**src/rtl/booth_mul_pkg.sv**
```systemverilog
package booth_mul_pkg;

  typedef enum logic [1:0] {
    PH_IDLE  = 2'b00,
    PH_LOWER = 2'b01,
    PH_UPPER = 2'b10,
    PH_BAD   = 2'b11
  } seq_phase_e;

  localparam logic [2:0] OP_LOAD   = 3'b110;
  localparam logic [2:0] OP_UNLOAD = 3'b111;
  localparam logic [1:0] TY_UNSIGNED = 2'b01;

  // Radix-4 Booth digit from a bit triplet {hi, mid, overlap}.
  function automatic logic signed [2:0] booth_digit(input logic [2:0] trip);
    logic signed [2:0] dg;
    case (trip)
      3'b001, 3'b010: dg = 3'sd1;
      3'b011:         dg = 3'sd2;
      3'b100:         dg = -3'sd2;
      3'b101, 3'b110: dg = -3'sd1;
      default:        dg = 3'sd0;
    endcase
    return dg;
  endfunction

endpackage

```
**src/rtl/mul_ctrl_decode.sv**
```systemverilog
module mul_ctrl_decode
  import booth_mul_pkg::*;
(
  input  logic [6:0] op_ctrl,
  input  logic [1:0] seq_phase,
  output logic       load_fire,
  output logic       unload_req,
  output logic       ld_unsigned,
  output logic       ph_idle,
  output logic       ph_lower,
  output logic       ph_upper
);
  logic [2:0] op_field;
  assign op_field    = op_ctrl[6:4];
  assign ph_idle     = (seq_phase == PH_IDLE);
  assign ph_lower    = (seq_phase == PH_LOWER);
  assign ph_upper    = (seq_phase == PH_UPPER);
  assign load_fire   = (op_field == OP_LOAD) && ph_idle;
  assign unload_req  = (op_field == OP_UNLOAD);
  assign ld_unsigned = (op_ctrl[2:1] == TY_UNSIGNED);
endmodule

```
**src/rtl/mul_operand_regs.sv**
```systemverilog
module mul_operand_regs #(
  parameter int W   = 32,
  parameter int DIG = 2,
  localparam int STEP_BITS = 2 * DIG,
  localparam int STEPS     = W / STEP_BITS,
  localparam int CW        = $clog2(STEPS + 1)
) (
  input  logic            clk,
  input  logic            rst_n,
  input  logic            load_fire,
  input  logic            doing,
  input  logic            ld_unsigned,
  input  logic [W-1:0]    d1,
  input  logic [W-1:0]    d2,
  output logic [W-1:0]    mplr,
  output logic            ovl,
  output logic [2*W-1:0]  mcand,
  output logic [W-1:0]    d2_keep,
  output logic            corr_need,
  output logic [CW-1:0]   step_cnt,
  output logic            step_fire
);
  localparam logic [CW-1:0] LAST = CW'(STEPS);

  assign step_fire = doing && (step_cnt < LAST);

  always_ff @(posedge clk or negedge rst_n) begin
    if (!rst_n) begin
      mplr      <= '0;
      ovl       <= 1'b0;
      mcand     <= '0;
      d2_keep   <= '0;
      corr_need <= 1'b0;
      step_cnt  <= '0;
    end else if (load_fire) begin
      mplr      <= d1;
      ovl       <= 1'b0;
      mcand     <= ld_unsigned ? {{W{1'b0}}, d2} : {{W{d2[W-1]}}, d2};
      d2_keep   <= d2;
      corr_need <= ld_unsigned && d1[W-1];
      step_cnt  <= '0;
    end else if (step_fire) begin
      mplr     <= {{STEP_BITS{mplr[W-1]}}, mplr[W-1:STEP_BITS]};
      ovl      <= mplr[STEP_BITS-1];
      mcand    <= mcand << STEP_BITS;
      step_cnt <= step_cnt + 1'b1;
    end
  end


  step_bound_chk: assert property (@(posedge clk) disable iff (!rst_n)
    step_cnt <= LAST);


  step_count_chk: assert property (@(posedge clk) disable iff (!rst_n)
    (step_fire && !load_fire) |=> step_cnt == $past(step_cnt) + 1'b1);

endmodule

```
**src/rtl/mul_partial_sum.sv**
```systemverilog
module mul_partial_sum
  import booth_mul_pkg::*;
#(
  parameter int W   = 32,
  parameter int DIG = 2
) (
  input  logic [W-1:0]   mplr,
  input  logic           ovl,
  input  logic [2*W-1:0] mcand,
  output logic [2*W-1:0] psum
);
  // Multiple of the multiplicand selected by one Booth digit.
  function automatic logic [2*W-1:0] booth_term(input logic signed [2:0] dg,
                                                input logic [2*W-1:0] m);
    logic [2*W-1:0] t;
    case (dg)
      3'sd1:   t = m;
      3'sd2:   t = m << 1;
      -3'sd1:  t = -m;
      -3'sd2:  t = -(m << 1);
      default: t = '0;
    endcase
    return t;
  endfunction

  logic [2:0]     trip  [DIG];
  logic [2*W-1:0] terms [DIG];

  for (genvar j = 0; j < DIG; j++) begin : g_digit
    if (j == 0) begin : g_first
      assign trip[j] = {mplr[1:0], ovl};
    end else begin : g_rest
      assign trip[j] = mplr[2*j+1 : 2*j-1];
    end
    assign terms[j] = booth_term(booth_digit(trip[j]), mcand) << (2 * j);
  end

  always_comb begin
    psum = '0;
    for (int k = 0; k < DIG; k++) psum = psum + terms[k];
  end
endmodule

```
**src/rtl/mul_accum.sv**
```systemverilog
module mul_accum #(
  parameter int W   = 32,
  parameter int DIG = 2,
  localparam int STEPS = W / (2 * DIG),
  localparam int CW    = $clog2(STEPS + 1)
) (
  input  logic           clk,
  input  logic           rst_n,
  input  logic           load_fire,
  input  logic           step_fire,
  input  logic           ph_idle,
  input  logic           ph_lower,
  input  logic           ph_upper,
  input  logic           corr_need,
  input  logic [CW-1:0]  step_cnt,
  input  logic [2*W-1:0] psum,
  input  logic [W-1:0]   d2_keep,
  output logic [2*W-1:0] acc,
  output logic           upper_sel,
  output logic           corr_fire
);
  localparam logic [CW-1:0] LAST = CW'(STEPS);
  logic corr_done;

  assign corr_fire = ph_lower && (step_cnt == LAST) && corr_need && !corr_done;

  always_ff @(posedge clk or negedge rst_n) begin
    if (!rst_n) begin
      acc       <= '0;
      upper_sel <= 1'b0;
      corr_done <= 1'b0;
    end else if (load_fire) begin
      acc       <= '0;
      upper_sel <= 1'b0;
      corr_done <= 1'b0;
    end else begin
      if (step_fire) acc <= acc + psum;
      else if (corr_fire) begin
        acc[2*W-1:W] <= acc[2*W-1:W] + d2_keep;
        corr_done    <= 1'b1;
      end
      if (ph_upper) upper_sel <= 1'b1;
    end
  end


  load_clear_chk: assert property (@(posedge clk) disable iff (!rst_n)
    load_fire |=> (acc == '0) && !upper_sel);


  idle_hold_chk: assert property (@(posedge clk) disable iff (!rst_n)
    (ph_idle && !load_fire) |=> $stable(acc));


  corr_place_chk: assert property (@(posedge clk) disable iff (!rst_n)
    corr_fire |-> (step_cnt == LAST) && !step_fire);


  corr_once_chk: assert property (@(posedge clk) disable iff (!rst_n)
    (corr_fire && !load_fire) |=> !corr_fire);

endmodule

```
**src/rtl/ext_seq_booth_mul.sv**
```systemverilog
module ext_seq_booth_mul #(
  parameter int W   = 32,
  parameter int DIG = 2
) (
  input  logic         clk,
  input  logic         rst_n,
  input  logic [6:0]   op_ctrl,
  input  logic [1:0]   seq_phase,
  input  logic [W-1:0] d1,
  input  logic [W-1:0] d2,
  output logic [W-1:0] r
);
  localparam int STEPS = W / (2 * DIG);
  localparam int CW    = $clog2(STEPS + 1);

  logic           load_fire, unload_req, ld_unsigned;
  logic           ph_idle, ph_lower, ph_upper;
  logic [W-1:0]   mplr, d2_keep;
  logic           ovl, corr_need, step_fire, corr_fire, upper_sel;
  logic [2*W-1:0] mcand, psum, acc;
  logic [CW-1:0]  step_cnt;

  mul_ctrl_decode u_dec (
    .op_ctrl, .seq_phase, .load_fire, .unload_req, .ld_unsigned,
    .ph_idle, .ph_lower, .ph_upper
  );

  mul_operand_regs #(.W(W), .DIG(DIG)) u_ops (
    .clk, .rst_n, .load_fire, .doing(ph_lower || ph_upper), .ld_unsigned,
    .d1, .d2, .mplr, .ovl, .mcand, .d2_keep, .corr_need, .step_cnt, .step_fire
  );

  mul_partial_sum #(.W(W), .DIG(DIG)) u_pp (
    .mplr, .ovl, .mcand, .psum
  );

  mul_accum #(.W(W), .DIG(DIG)) u_acc (
    .clk, .rst_n, .load_fire, .step_fire, .ph_idle, .ph_lower, .ph_upper,
    .corr_need, .step_cnt, .psum, .d2_keep, .acc, .upper_sel, .corr_fire
  );

  assign r = unload_req ? (upper_sel ? acc[2*W-1:W] : acc[W-1:0]) : '0;


  bad_phase_hold_chk: assert property (@(posedge clk) disable iff (!rst_n)
    (seq_phase == 2'b11) |=> $stable(acc));


  stray_load_chk: assert property (@(posedge clk) disable iff (!rst_n)
    (op_ctrl[6:4] == 3'b110 && !ph_idle) |=> $stable(d2_keep));

endmodule

```
**config.mk**
```make
export PLATFORM = sky130hd
export DESIGN_NAME = ext_seq_booth_mul
export DESIGN_NICKNAME = d
export VERILOG_FILES = /design/src/rtl/booth_mul_pkg.sv /design/src/rtl/mul_ctrl_decode.sv /design/src/rtl/mul_operand_regs.sv /design/src/rtl/mul_partial_sum.sv /design/src/rtl/mul_accum.sv /design/src/rtl/ext_seq_booth_mul.sv
export SDC_FILE = /design/constraint.sdc
export NUM_CORES = 1
export LEC_CHECK = 0
export BUFFER_PORTS_ARGS = -buffer_cell sky130_fd_sc_hd__buf_2
export CAP_MARGIN = 20
export CELL_PAD_IN_SITES_DETAIL_PLACEMENT = 0
export CELL_PAD_IN_SITES_GLOBAL_PLACEMENT = 1
export CORE_UTILIZATION = 40
export DETAILED_ROUTE_END_ITERATION = 7
export GPL_TIMING_DRIVEN = 0
export PLACE_DENSITY = 0.68
export SLEW_MARGIN = 20
export SYNTH_ARGS = -nofsm -noshare
export SYNTH_HDL_FRONTEND = slang
export SYNTH_HIERARCHICAL = 1
export SYNTH_SLANG_ARGS = --single-unit
```
**constraint.sdc**
```tcl
create_clock -name clk -period 8.5 [get_ports clk]
set_input_delay 2.55 -clock clk [delete_from_list [all_inputs] [get_ports clk]]
set_output_delay 2.55 -clock clk [all_outputs]
set_load 0.005 [all_outputs]
```
== Word-level counts from Yosys, hierarchy flattened ==
Index checks and enable logic that the tools add are counted.
Word-level totals
  bits in registers: 200
  bits of input ports: 75
  output and inout port bits: 32
  word-level logic and storage cells: 87
Cells by class
  add/sub/neg operators: 6
  $lt $le $gt $ge: 1
  equal/unequal tests: 27
  muxes and demuxes: 24
  reductions and logical operators: 18
Operators with widths (count)
  $mux W64: 4
  $pmux W64 S4: 1
  $pmux W62 S4: 1
  $mux W32: 6
  $add A64 B64 Y64: 2
  $neg A64 Y64: 2
  $eq A3 B3 Y1 const B: 12
  $add A32 B32 Y32: 1
  $mux W31: 1
  $pmux W3 S4: 2
  $eq A3 B2 Y1 const B: 6
  $eq A3 B1 Y1 const B: 4
  $mux W4: 2
  $reduce_or A2 Y1: 4
  $mux W1: 7
  $logic_and A1 B1 Y1: 6
  $reduce_bool A2 Y1: 3
  $add A4 B1 Y4 const B: 1
  $eq A2 B1 Y1 const B: 2
  $eq A4 B4 Y1 const B: 1
  $lt A4 B4 Y1 const B: 1
  $reduce_bool A3 Y1: 1
  $eq A2 B2 Y1 const B: 1
  $logic_not A2 Y1: 1
  other kinds (4): 4

== Longest topological paths before layout ==
  depth in word-level cells: 9
  gate-level depth with buffers: 36
  gate-level depth less buffers: 32

== By module ==
The synthesis kept the hierarchy.
By module, submodules not included
  mul_partial_sum: instances 1, cells each 1583, area an instance 9708.1 µm², seq. area each 0.0 µm²
  mul_accum: instances 1, cells each 1055, area an instance 8185.4 µm², seq. area each 1651.6 µm²
  mul_operand_regs: instances 1, cells each 537, area an instance 5680.4 µm², seq. area each 3353.2 µm²
  ext_seq_booth_mul: instances 1, cells each 72, area an instance 609.3 µm², seq. area each 0.0 µm²
  mul_ctrl_decode: instances 1, cells each 6, area an instance 43.8 µm², seq. area each 0.0 µm²

== Least setup slack after synthesis ==
OpenSTA, ideal clock, no wires.
  kind: register to register
  start point: register u_ops.mcand[4]
  end point: register u_acc.acc[56]
  library setup time: 0.104 ns
  data arrival time: 7.093 ns
  data required time: 8.396 ns
  slack: 1.304 ns
  stages on the path, launching flop included: 32
  path buffers: 3
  period minus slack after synthesis: 7.196 ns
  path through: dfrtp_1 clkbuf_1 or3_1 or3_1 or3_1 or3_1 or3_1 nand2_1 xor2_1 o21ai_0 ha_1 clkbuf_1 a21oi_1 o21ai_0 a2111oi_0 a21oi_1 a31o_2 a21o_1 a21oi_1 xnor2_1 ha_1 clkbuf_1 nand2_1 nor4_1 nand2_1 a2bb2oi_1 o211ai_1 o21ai_1 o21ai_1 a21oi_1 xor2_1 a221oi_1
Between the ends
  word-level cells in the longest chain between the ends: 6
  elaborated cells on any way between the ends: 8
  those cells by class: add/sub (4); mux (4)
Ends and longest elaborated chain
  from (decl): RTL line mul_operand_regs.sv:17  | output logic [2*W-1:0] mcand,
  from (signal assigned): RTL line mul_operand_regs.sv:38  | mcand <= ld_unsigned ? {{W{1'b0}}, d2} : {{W{d2[W-1]}}, d2};
  from (signal assigned): RTL line mul_operand_regs.sv:45  | mcand <= mcand << STEP_BITS;
  $neg A64 Y64, on equally long branches: RTL line mul_partial_sum.sv:19, mul_partial_sum.sv:20
  $pmux W64 S4 or $pmux W62 S4 (tied branches): RTL line mul_partial_sum.sv:16  | case (dg)
  $add A64 B64 Y64 *: RTL line mul_partial_sum.sv:40  | for (int k = 0; k < DIG; k++) psum = psum + terms[k];
  net psum[34]: RTL line ext_seq_booth_mul.sv:20  | logic [2*W-1:0] mcand, psum, acc;
  $add A64 B64 Y64 *: RTL line mul_accum.sv:37  | if (step_fire) acc <= acc + psum;
  $mux W32 *: RTL line mul_accum.sv:37
  $mux W64 *: RTL line mul_accum.sv:32  | end else if (load_fire) begin
  to (signal assigned): RTL line mul_accum.sv:37
  to (signal, indexed assignment): RTL line mul_accum.sv:39  | acc[2*W-1:W] <= acc[2*W-1:W] + d2_keep;
  to (decl): RTL line mul_accum.sv:18  | output logic [2*W-1:0] acc,
Mark *: on every way through the listed nets, which the timed path passes. The rest lies on a longest branch.
A chain may end at the register's enable or synchronous reset.

== Worst setup path after layout ==
  start point: register u_ops.mplr[1]
  end point: register u_acc.acc[56]
Between the ends
  word-level cells in the longest chain between the ends: 9
  elaborated cells on any way between the ends: 32
  those cells by class: add/sub (2); eq/ne (20); mux (6); reduce/logical (4)
Ends and longest elaborated chain
  from (decl): RTL line mul_operand_regs.sv:15  | output logic [W-1:0] mplr,
  from (signal assigned): RTL line mul_operand_regs.sv:43  | mplr <= {{STEP_BITS{mplr[W-1]}}, mplr[W-1:STEP_BITS]};
  $eq A3 B3 Y1 (tied with other cells): RTL line booth_mul_pkg.sv:17  | case (trip)
  $reduce_or A2 Y1: RTL line booth_mul_pkg.sv:17
  $pmux W3 S4: RTL line booth_mul_pkg.sv:17
  $eq A3 B3 Y1 (tied with other cells): RTL line mul_partial_sum.sv:16
  $pmux W64 S4 or $pmux W62 S4 (tied branches): RTL line mul_partial_sum.sv:16
  $add A64 B64 Y64 *: RTL line mul_partial_sum.sv:40
  net psum[29]: RTL line ext_seq_booth_mul.sv:20
  $add A64 B64 Y64 *: RTL line mul_accum.sv:37
  $mux W32 *: RTL line mul_accum.sv:37
  $mux W64 *: RTL line mul_accum.sv:32
Marked as above.

==> summary.log <==
qor: status.status complete, no violations
qor: floorplan.start_util 40.74%
qor: floorplan.floorplan.core_area 59460 um2
qor: logic_synthesis.avgSynthCellArea 7.448 um2
qor: floorplan.x_dimension_of_the_die 248.1 um
qor: cells_and_area.drive_above_1_share 11.00%
qor: place.buffer_ports.inserted 104
qor: floorplan.die_area 61560 um2
qor: route.detailroute.via_count 26980
qor: logic_synthesis.synthesis.yosys.warnings 6
qor: clock_network.cts-root-to-sink-buffers 2
qor: route.drc 0
qor: route.via_per_inst 6.492
qor: worst_setup_path.critical_path_arrival 8.84 ns
qor: hold_path.holdCritPathClass flop to flop
qor: cells_and_area.area.growth.synth_to_final 11.06%
qor: place.place_inst 4132
qor: clock_network.worstSkewPairLatency 0.51 ns
qor: logic_synthesis.synth_compound_gate_area_share 28.68%
qor: place.place_hpwl 93.47 mm
qor: grt.wire_length_of_the_first_global_routing_pass 172.8 mm
qor: grt.grt_max_degree 87
qor: logic_synthesis.synth-edff-count 0
qor: logic_synthesis.mappedNetlistNets 3488
qor: clock_network.ctsRootBufferMaster sky130_fd_sc_hd__clkbuf_16
qor: sta.timing_hold_violations_final 0
qor: worst_setup_path.critPathKind flop to flop
qor: logic_synthesis.postSynth.topFlopCell sky130_fd_sc_hd__dfrtp_1
qor: sta.fin_skew 0.02039 ns
qor: logic_synthesis.synthSimpleGateAreaFrac 20.36%
qor: logic_synthesis.synth.area.top_cells sky130_fd_sc_hd__dfrtp_1 (21%), sky130_fd_sc_hd__ha_1 (8.1%), sky130_fd_sc_hd__xnor2_1 (6.2%), sky130_fd_sc_hd__a21oi_1 (5.6%), sky130_fd_sc_hd__mux2i_1 (5.5%)
qor: worst_setup_path.worst-path-max-fanout 10
qor: sta.report.final.slew_viol_count 0
qor: grt.globalRoute.totalOverflow 0
qor: sta.min_period_over_period 99.37%
qor: worst_setup_path.critical_path.startpoint_type flop
qor: grt.antenna_found_initial 2
qor: logic_synthesis.synthesis.area 24230 um2
qor: logic_synthesis.syn_inst 3253
qor: cells_and_area.mostFrequentLayoutCells sky130_fd_sc_hd__nand2_1 (350), sky130_fd_sc_hd__a21oi_1 (262), sky130_fd_sc_hd__nor2_1 (236)
qor: logic_synthesis.synth_top_cell_area_share 20.66%
qor: floorplan.fp-row-count 89
qor: clock_network.worst_setup_hold_path_clk_slew 0.08 ns
qor: logic_synthesis.count_of_distinct_cell_types_in_the_synthesized_netlist 93
qor: floorplan.ios 107
qor: logic_synthesis.asyncSetResetFlopFracSynth 100.0%
qor: job.max_cap_viol_count 0
qor: logic_synthesis.synth_adder_area_share 8.356%
qor: sta.maxClockFrequency 118.4 MHz
qor: route.detailedRoute.firstPassIterationCount 8
qor: clock_network.clock_tree.htree_level_count 4
qor: sta.slew-limit-headroom 20.68%
qor: place.place.gp.congestion 1.028
qor: logic_synthesis.cell_type_contributing_the_most_total_cell_area_after_synthesis sky130_fd_sc_hd__dfrtp_1
qor: clock_network.cts_tree yes
qor: cells_and_area.final_net_count 3604
qor: clock_network.clock-sinks 200
qor: clock_network.cts_inserted_buffers 17
qor: route.drt-initial-drc-count 3100
qor: route.remaining_number_of_nets_flagged_by_the_antenna_check_after_routing 0
qor: grt.via_count_of_the_first_global_routing_pass 25540
qor: clock_network.cts.hold.buffers_added 0
qor: logic_synthesis.seq_area_frac_synth 20.66%
qor: logic_synthesis.synthMuxAreaShare 6.373%
qor: sta.finalWorstPathRequiredPeriod 8.446 ns
qor: route.detail_route.wl_per_cell 28.95 um
qor: cells_and_area.fin_cells 4156
qor: logic_synthesis.synth-xor-area-share 9.358%
qor: worst_setup_path.critPathRequiredTime 8.89 ns
qor: route.finalWirelength 120.3 mm
qor: sta.slew_at_the_pin_closest_to_its_max_slew_limit 1.190 ns
qor: worst_setup_path.critPathCaptureType flop
qor: cells_and_area.most_common_cell_after_layout_fill_and_taps_aside sky130_fd_sc_hd__nand2_1
qor: sta.number_of_setup_violations_in_the_final_report 0
qor: logic_synthesis.dominant_combinational_cell_family_by_area_after_synthesis compound AO/OA/AOI/OAI gates
qor: grt.grt_use_total 38.70%
qor: floorplan.die_h 248.1 um
qor: logic_synthesis.postSynthRegisterBits 200
[per-layer routing]
metal	share of wire [%]	global-route usage (%)	up-vias
met3	10	10.03	273
met2	43	57.81	1456
met1	42	51.08	13090
li1	-	-	12160
met4	5.2	20.00	0
met5	0	0	-
[cell usage after synthesis (19+ instances only)]
| library cell | number |
|---|---|
| sky130_fd_sc_hd__o31ai_1 | 19 |
| sky130_fd_sc_hd__a31oi_1 | 36 |
| sky130_fd_sc_hd__clkbuf_1 | 184 |
| sky130_fd_sc_hd__o22ai_1 | 24 |
| sky130_fd_sc_hd__a211oi_1 | 43 |
| sky130_fd_sc_hd__xor2_1 | 85 |
| sky130_fd_sc_hd__a21oi_1 | 270 |
| sky130_fd_sc_hd__o211ai_1 | 26 |
| sky130_fd_sc_hd__nor2b_1 | 55 |
| sky130_fd_sc_hd__o21bai_1 | 30 |
| sky130_fd_sc_hd__xnor2_1 | 172 |
| sky130_fd_sc_hd__mux2i_1 | 134 |
| sky130_fd_sc_hd__nand2b_1 | 21 |
| sky130_fd_sc_hd__dfrtp_1 | 200 |
| sky130_fd_sc_hd__o21a_1 | 25 |
| sky130_fd_sc_hd__nand4_1 | 41 |
| sky130_fd_sc_hd__inv_1 | 77 |
| sky130_fd_sc_hd__nand3_1 | 38 |
| sky130_fd_sc_hd__a22oi_1 | 75 |
| sky130_fd_sc_hd__buf_2 | 31 |
| sky130_fd_sc_hd__nor3_1 | 172 |
| sky130_fd_sc_hd__o21ai_1 | 70 |
| sky130_fd_sc_hd__o21ai_0 | 238 |
| sky130_fd_sc_hd__nor2_1 | 242 |
| sky130_fd_sc_hd__a21o_1 | 77 |
| sky130_fd_sc_hd__ha_1 | 157 |
| sky130_fd_sc_hd__or3_1 | 26 |
| sky130_fd_sc_hd__nand2_1 | 352 |
| sky130_fd_sc_hd__a221oi_1 | 64 |
[critical path, cell delays in order, from the launching register on]
cell,delay [ns]
sky130_fd_sc_hd__dfrtp_2,0.59
sky130_fd_sc_hd__clkbuf_2,0.42
sky130_fd_sc_hd__clkbuf_1,0.93
sky130_fd_sc_hd__buf_1,0.82
sky130_fd_sc_hd__o21ai_0,0.21
sky130_fd_sc_hd__o21ai_0,0.20
sky130_fd_sc_hd__a21oi_1,0.14
sky130_fd_sc_hd__ha_1,0.44
sky130_fd_sc_hd__nand2_1,0.14
sky130_fd_sc_hd__o41a_1,0.44
sky130_fd_sc_hd__a21bo_2,0.23
sky130_fd_sc_hd__o21a_1,0.21
sky130_fd_sc_hd__nor4_1,0.28
sky130_fd_sc_hd__o22ai_1,0.16
sky130_fd_sc_hd__xnor2_1,0.28
sky130_fd_sc_hd__ha_1,0.28
sky130_fd_sc_hd__clkbuf_1,0.21
sky130_fd_sc_hd__a21oi_1,0.24
sky130_fd_sc_hd__o21ai_0,0.13
sky130_fd_sc_hd__o21bai_1,0.20
sky130_fd_sc_hd__a221oi_2,0.33
sky130_fd_sc_hd__o211ai_1,0.14
sky130_fd_sc_hd__buf_4,0.20
sky130_fd_sc_hd__o21ai_2,0.28
sky130_fd_sc_hd__o21ai_1,0.17
sky130_fd_sc_hd__a21oi_1,0.23
sky130_fd_sc_hd__xor2_1,0.10
sky130_fd_sc_hd__a221oi_1,0.30
[cell families after synthesis]
group                    after synthesis
AO/OA/AOI/OAI                       1095
XOR/XNOR                             258
adder cells (fa/ha/maj)              160
buffers and inverters                339
flip-flops                           200
multiplexers                         152
AND/OR/NAND/NOR                     1049
[final timing paths]
check,from,to,slack [ns],cells after the start
worst max-delay path,u_ops/mplr[1],u_acc/acc[56],0.05,27
worst min-delay path,u_ops/mplr[31],u_ops/mplr[31],0.51,1
worst max register to register,u_ops/mplr[1],u_acc/acc[56],0.05,27
worst min register to register,u_ops/mplr[31],u_ops/mplr[31],0.51,1
max in group asynchronous,rst_n,u_acc/acc[54],5.32,3
min in group asynchronous,rst_n,u_acc/acc[15],1.95,1
[flip-flops by register name, summed over array words and instances, names as in the netlist]
signal	flops
u_acc/acc	64
u_acc/corr_done	1
u_acc/upper_sel	1
u_ops/corr_need	1
u_ops/d2_keep	32
u_ops/mcand	64
u_ops/mplr	32
u_ops/ovl	1
u_ops/step_cnt	4
[final cells by class]
| cell class | count | area, um2 |
|---|---|---|
| Antenna cell | 1 | 2.502 |
| Clock buffer | 19 | 452.9 |
| Fill cell | 6151 | 32560 |
| Inverter | 80 | 304.0 |
| Timing Repair Buffer | 118 | 675.6 |
| Tap cell | 773 | 967.2 |
| Buffer | 238 | 1185 |
| Clock inverter | 13 | 173.9 |
| Multi-Input combinational cell | 2714 | 18140 |
| Sequential cell | 200 | 5010 |
[repair_timing]
action	4_1_cts	5_1_grt
pin swaps	2	15
gates resized for setup	41	109
buffers inserted	3	9
endpoints found under the setup margin	33	31
[stage by stage]
| step | cell area [um2] | utilization [%] | TNS [ns] | hold slack, ns | worst slack, ns |
|---|---|---|---|---|---|
| 2_1_floorplan | 24230 | - | 0 | 0.4583 | 1.304 |
| 3_3_place_gp | 25710 | 43.24 | -25.38 | 0.4777 | -1.526 |
| 3_5_place_dp | 25790 | 43.37 | -24.70 | 0.4864 | -1.549 |
| 4_1_cts | 26570 | 44.68 | 0 | 0.5154 | 0.02772 |
| 5_1_grt | 26900 | 45.24 | -0.05241 | 0.5542 | -0.04147 |
| 6_report | 26910 | 45.25 | 0 | 0.5147 | 0.05363 |
Power is not shown: default switching activity piles up to over one toggle a cycle in this logic, so the estimate is an artifact.
